## config.mk

```make
export PLATFORM = sky130hd
export DESIGN_NAME = jk_shift_reg
export DESIGN_NICKNAME = d
export VERILOG_FILES = /design/src/rtl/shreg_pkg.sv /design/src/rtl/shreg_ctrl.sv /design/src/rtl/shreg_datapath.sv /design/src/rtl/jk_shift_reg.sv
export SDC_FILE = /design/constraint.sdc
export NUM_CORES = 1
export LEC_CHECK = 0
export CORE_AREA = 2 2 39 41
export DETAILED_ROUTE_END_ITERATION = 10
export DIE_AREA = 0 0 41 43
export PLACE_DENSITY = 0.5
export REMOVE_ABC_BUFFERS = 1
export SYNTH_ARGS = -nofsm -noshare
export SYNTH_HDL_FRONTEND = slang
export SYNTH_SLANG_ARGS = --single-unit
```

## constraint.sdc

```tcl
create_clock -name clk -period 0.8 [get_ports clk]
set_input_delay 0.24 -clock clk [delete_from_list [all_inputs] [get_ports clk]]
set_output_delay 0.24 -clock clk [all_outputs]
set_load 0.05 [all_outputs]
```

## src/rtl/shreg_pkg.sv

```systemverilog
package shreg_pkg;

  typedef enum logic [1:0] {
    FS_CLEAR  = 2'd0,
    FS_HOLD   = 2'd1,
    FS_TOGGLE = 2'd2,
    FS_SET    = 2'd3
  } first_op_e;

  typedef struct packed {
    logic      doLoad;
    logic      doShift;
    first_op_e firstOp;
  } shreg_strobe_t;

endpackage

```

## src/rtl/shreg_ctrl.sv

```systemverilog
module shreg_ctrl
  import shreg_pkg::*;
#(
  parameter int SYNC_STAGES = 2
) (
  input  logic          clk,
  input  logic          rstN,
  input  logic          loadN,
  input  logic          jIn,
  input  logic          kbIn,
  output shreg_strobe_t strobe,
  output logic          rstInt
);

  logic [SYNC_STAGES-1:0] syncQ;

  // Reset asserts at once and is released through a short flop chain.
  generate
    if (SYNC_STAGES == 1) begin : g_sync_one
      always_ff @(posedge clk or negedge rstN) begin
        if (!rstN) syncQ <= 1'b0;
        else       syncQ <= 1'b1;
      end
    end else begin : g_sync_chain
      always_ff @(posedge clk or negedge rstN) begin
        if (!rstN) syncQ <= '0;
        else       syncQ <= {syncQ[SYNC_STAGES-2:0], 1'b1};
      end
    end
  endgenerate

  assign rstInt = syncQ[SYNC_STAGES-1];

  // Decode the mode input and the J / inverted-K pair into strobes.
  always_comb begin
    strobe.doLoad  = !loadN;
    strobe.doShift = loadN;
    unique case ({jIn, kbIn})
      2'b00:   strobe.firstOp = FS_CLEAR;
      2'b01:   strobe.firstOp = FS_HOLD;
      2'b10:   strobe.firstOp = FS_TOGGLE;
      default: strobe.firstOp = FS_SET;
    endcase
  end

endmodule

```

## src/rtl/shreg_datapath.sv

```systemverilog
module shreg_datapath
  import shreg_pkg::*;
#(
  parameter int WIDTH = 4
) (
  input  logic             clk,
  input  logic             rstInt,
  input  shreg_strobe_t    strobe,
  input  logic [WIDTH-1:0] parIn,
  output logic [WIDTH-1:0] q
);

  logic [WIDTH-1:0] nextQ;
  logic             firstNext;

  always_comb begin
    unique case (strobe.firstOp)
      FS_CLEAR:  firstNext = 1'b0;
      FS_HOLD:   firstNext = q[0];
      FS_TOGGLE: firstNext = ~q[0];
      default:   firstNext = 1'b1;
    endcase
  end

  genvar gi;
  generate
    for (gi = 0; gi < WIDTH; gi++) begin : g_stage
      if (gi == 0) begin : g_entry
        always_comb begin
          if (strobe.doLoad)       nextQ[gi] = parIn[gi];
          else if (strobe.doShift) nextQ[gi] = firstNext;
          else                     nextQ[gi] = q[gi];
        end
      end else begin : g_follow
        always_comb begin
          if (strobe.doLoad)       nextQ[gi] = parIn[gi];
          else if (strobe.doShift) nextQ[gi] = q[gi-1];
          else                     nextQ[gi] = q[gi];
        end
      end
      always_ff @(posedge clk or negedge rstInt) begin
        if (!rstInt) q[gi] <= 1'b0;
        else         q[gi] <= nextQ[gi];
      end
    end
  endgenerate

endmodule

```

## src/rtl/jk_shift_reg.sv

```systemverilog
module jk_shift_reg
  import shreg_pkg::*;
#(
  parameter int WIDTH       = 4,
  parameter int SYNC_STAGES = 2
) (
  input  logic             clk,
  input  logic             rstN,
  input  logic             loadN,
  input  logic             jIn,
  input  logic             kbIn,
  input  logic [WIDTH-1:0] parIn,
  output logic [WIDTH-1:0] q,
  output logic             qLastN
);

  shreg_strobe_t strobe;
  logic          rstInt;

  shreg_ctrl #(.SYNC_STAGES(SYNC_STAGES)) u_ctrl (
    .clk    (clk),
    .rstN   (rstN),
    .loadN  (loadN),
    .jIn    (jIn),
    .kbIn   (kbIn),
    .strobe (strobe),
    .rstInt (rstInt)
  );

  shreg_datapath #(.WIDTH(WIDTH)) u_dp (
    .clk    (clk),
    .rstInt (rstInt),
    .strobe (strobe),
    .parIn  (parIn),
    .q      (q)
  );

  assign qLastN = ~q[WIDTH-1];

endmodule

```

==> results.yml <==
floorplanning:
  die_w_um: 41
  die_y_um: 43
  row_count: 14
  core_area_mm2: 0.00138
  die_area_mm2: 0.00176
  pin_count: 14
  start_util_pct: 15.2
clock_tree:
  cts_buffers: 3
  clock_latency_ns: 0.23
  tritoncts: "built"
  cts-htree-levels: 1
  cts_sinks: 6
  path_clk_slew_ns: 0.04
  hold_buffers: 0
  root_buffer: "clkbuf_4"
  cts_buffer_depth: 2
sta:
  final.period_utilization_pct: 136
  final.setup.worst_slack_ns: -0.289
  timing.fmax_mhz: 918
  hold_violations: 0
  timing.setup.tns_ns: -1.54
  finalSetupViolations: 8
  final.setup_skew_ns: 0.00108
  slew_viol_final: 0
  min_period_ns: 1.09
  grt_setup_unrepaired: "yes"
placement:
  gp_congestion: 0.531
  io_buffers: 13
  dpl_cell_area_um2: 418
  post-dp-hpwl_um: 381
pwr:
  intPower_mw: 0.670
  sw_frac_of_total_pct: 27.3
  clkPwrFrac_pct: 28.9
  fin_total_pwr_mw: 0.922
  max-vdd-ir-drop_uv: 543
  p_sw_mw: 0.252
  leakagePower_nw: 0.217
  p_seq_share_pct: 38.6
  power_density_mw_per_mm2: 1960
  combPwrFrac_pct: 32.5
critical_path:
  crit_slowest_cell: "dfrtp_1"
  max_stage_delay_ns: 0.40
  cp-start-kind: "flip-flop"
  crit_type: "flip-flop to output pin"
  cp.arrival_ns: 0.85
  crit_chain: "inv_2, buf_12"
  critPathMaxFanout: 2
  path_buf_inv: 2
  endpoint_kind: "output pin"
  cp.required_ns: 0.56
  crit_family: "flip-flops"
routing:
  drcViolationCount: 0
  first_iter_violations: 0
  viasPerCell: 3.55
  drt-total-wl_um: 469
  ant_nets: 0
  first_pass_iters: 1
  avgRoutedWirePerCell_um: 9.57
  vias: 174
finish:
  area_growth_pct: 123
  fin_nets: 44
  final_cell_mix: "clkdlybuf4s50_1 (7), dfrtp_1 (6), buf_12 (5), clkbuf_4 (3)"
  drive_above_1_share_pct: 45.5
  diodes: 0
  final_common_cell: "clkdlybuf4s50_1"
  design_area_um2: 469
  fillCellCount: 140
yosys:
  ys_seq_area_share_pct: 71.4
  synthTopCellsByArea: "dfrtp_1 (71%), mux2_2 (16%), mux2i_1 (4.8%), a21oi_1 (2.4%), conb_1 (1.8%)"
  yosysTopAreaCell: "dfrtp_1"
  netlist_instances: 14
  syn_area_um2: 210
  ys_seq_elements: 6
  ys_warn_count: 0
  avgSynthCellArea_um2: 15.0
  ys_types: 7
  yosys.area.top_type_share_pct: 71.4
global_routing:
  gr-usage-all-layers_pct: 5.99
  grt_max_degree: 5
  antenna_found_initial: 0
  grt.overflow.total: 0
  grt_pass1_vias: 169
  grt_pass1_wl_um: 634
hold_path:
  worst_hold_path_type: "flip-flop to asynchronous set/reset pin"
run:
  cap_violations: 0
outcome:
  status: "complete, but fails checks"
  violations: "negative setup slack"
-- worst paths after layout --
path                       cells after the start               to       startpoint  slack [ns]
min in group clk                               0  u_ctrl.syncQ[1]  u_ctrl.syncQ[0]        0.35
min                                            0        u_dp.q[0]  u_ctrl.syncQ[1]        0.06
max in group asynchronous                      1  u_ctrl.syncQ[1]             rstN        0.52
max reg2reg                                    2        u_dp.q[1]        u_dp.q[0]       -0.10
min reg2reg                                    0        u_dp.q[0]  u_ctrl.syncQ[1]        0.06
max                                            2           qLastN        u_dp.q[3]       -0.29
-- synth_stat cells --
cell and instances:
dfrtp_1 6, mux2_2 3, a21oi_1 1, conb_1 1, inv_1 1, mux2i_1 1
nor2_1 1
-- per-stage QoR --
stage | hold WS, ns | cells | util (%) | setup slack [ns]
2_1_floorplan | -0.0556 | 14 | - | -0.382
3_3_place_gp | 0.0580 | 44 | 30.2 | -0.459
3_5_place_dp | 0.0617 | 44 | 30.2 | -0.478
4_1_cts | 0.0610 | 49 | 33.9 | -0.301
5_1_grt | 0.0687 | 49 | 33.9 | -0.328
6_report | 0.0572 | 49 | 33.9 | -0.289
-- registers in the layout (all words and copies together), names as in the netlist --
| signal | cells |
|---|---|
| u_ctrl.syncQ | 2 |
| u_dp.q | 4 |
-- cell families after synthesis --
family / after synthesis / synth area share [%]
AO/OA/AOI/OAI: 1 / 2.38
buffers and inverters: 1 / 1.78
other: 1 / 1.78
multiplexers: 4 / 20.8
flip-flops: 6 / 71.4
AND/OR/NAND/NOR: 1 / 1.78
-- what timing repair did --
action                                  in CTS  in global routing
setup buffers                                2                  0
resized for setup                            6                  0
endpoints found under the setup margin       9                  8
pin swaps                                    0                  1
-- per-layer routing --
metal	GRT usage, %	vias to the layer above	wire [µm]
li1	-	82	-
met1	4.00	78	166
met2	9.38	14	207
met3	4.19	0	95
met4	6.00	0	0
met5	0	-	0
-- power groups by stage --
stage	Sequential, mW	Combinational (mW)	Clock, mW
5_1_grt	0.358	0.314	0.303
6_report	0.356	0.299	0.266
2_1_floorplan	0.419	0.0443	0
3_5_place_dp	0.361	0.274	0
4_1_cts	0.356	0.303	0.284
3_3_place_gp	0.361	0.274	0
-- worst reg2reg max path, stage by stage, from the launching register on --
cell and delay, ns:
dfrtp_1 0.41, buf_6 0.13, mux2_4 0.25
-- area by class of cell --
class | count | area, µm² | area share [%]
repair buffers | 16 | 209 | 44.5
flip-flops and latches | 6 | 150 | 32.0
multi-input cells | 7 | 63.8 | 13.6
clock buffers | 3 | 22.5 | 4.80
well taps | 16 | 20.0 | 4.27
inverters | 1 | 3.75 | 0.800
No activity file was read; power rests on OpenSTA's default activity.
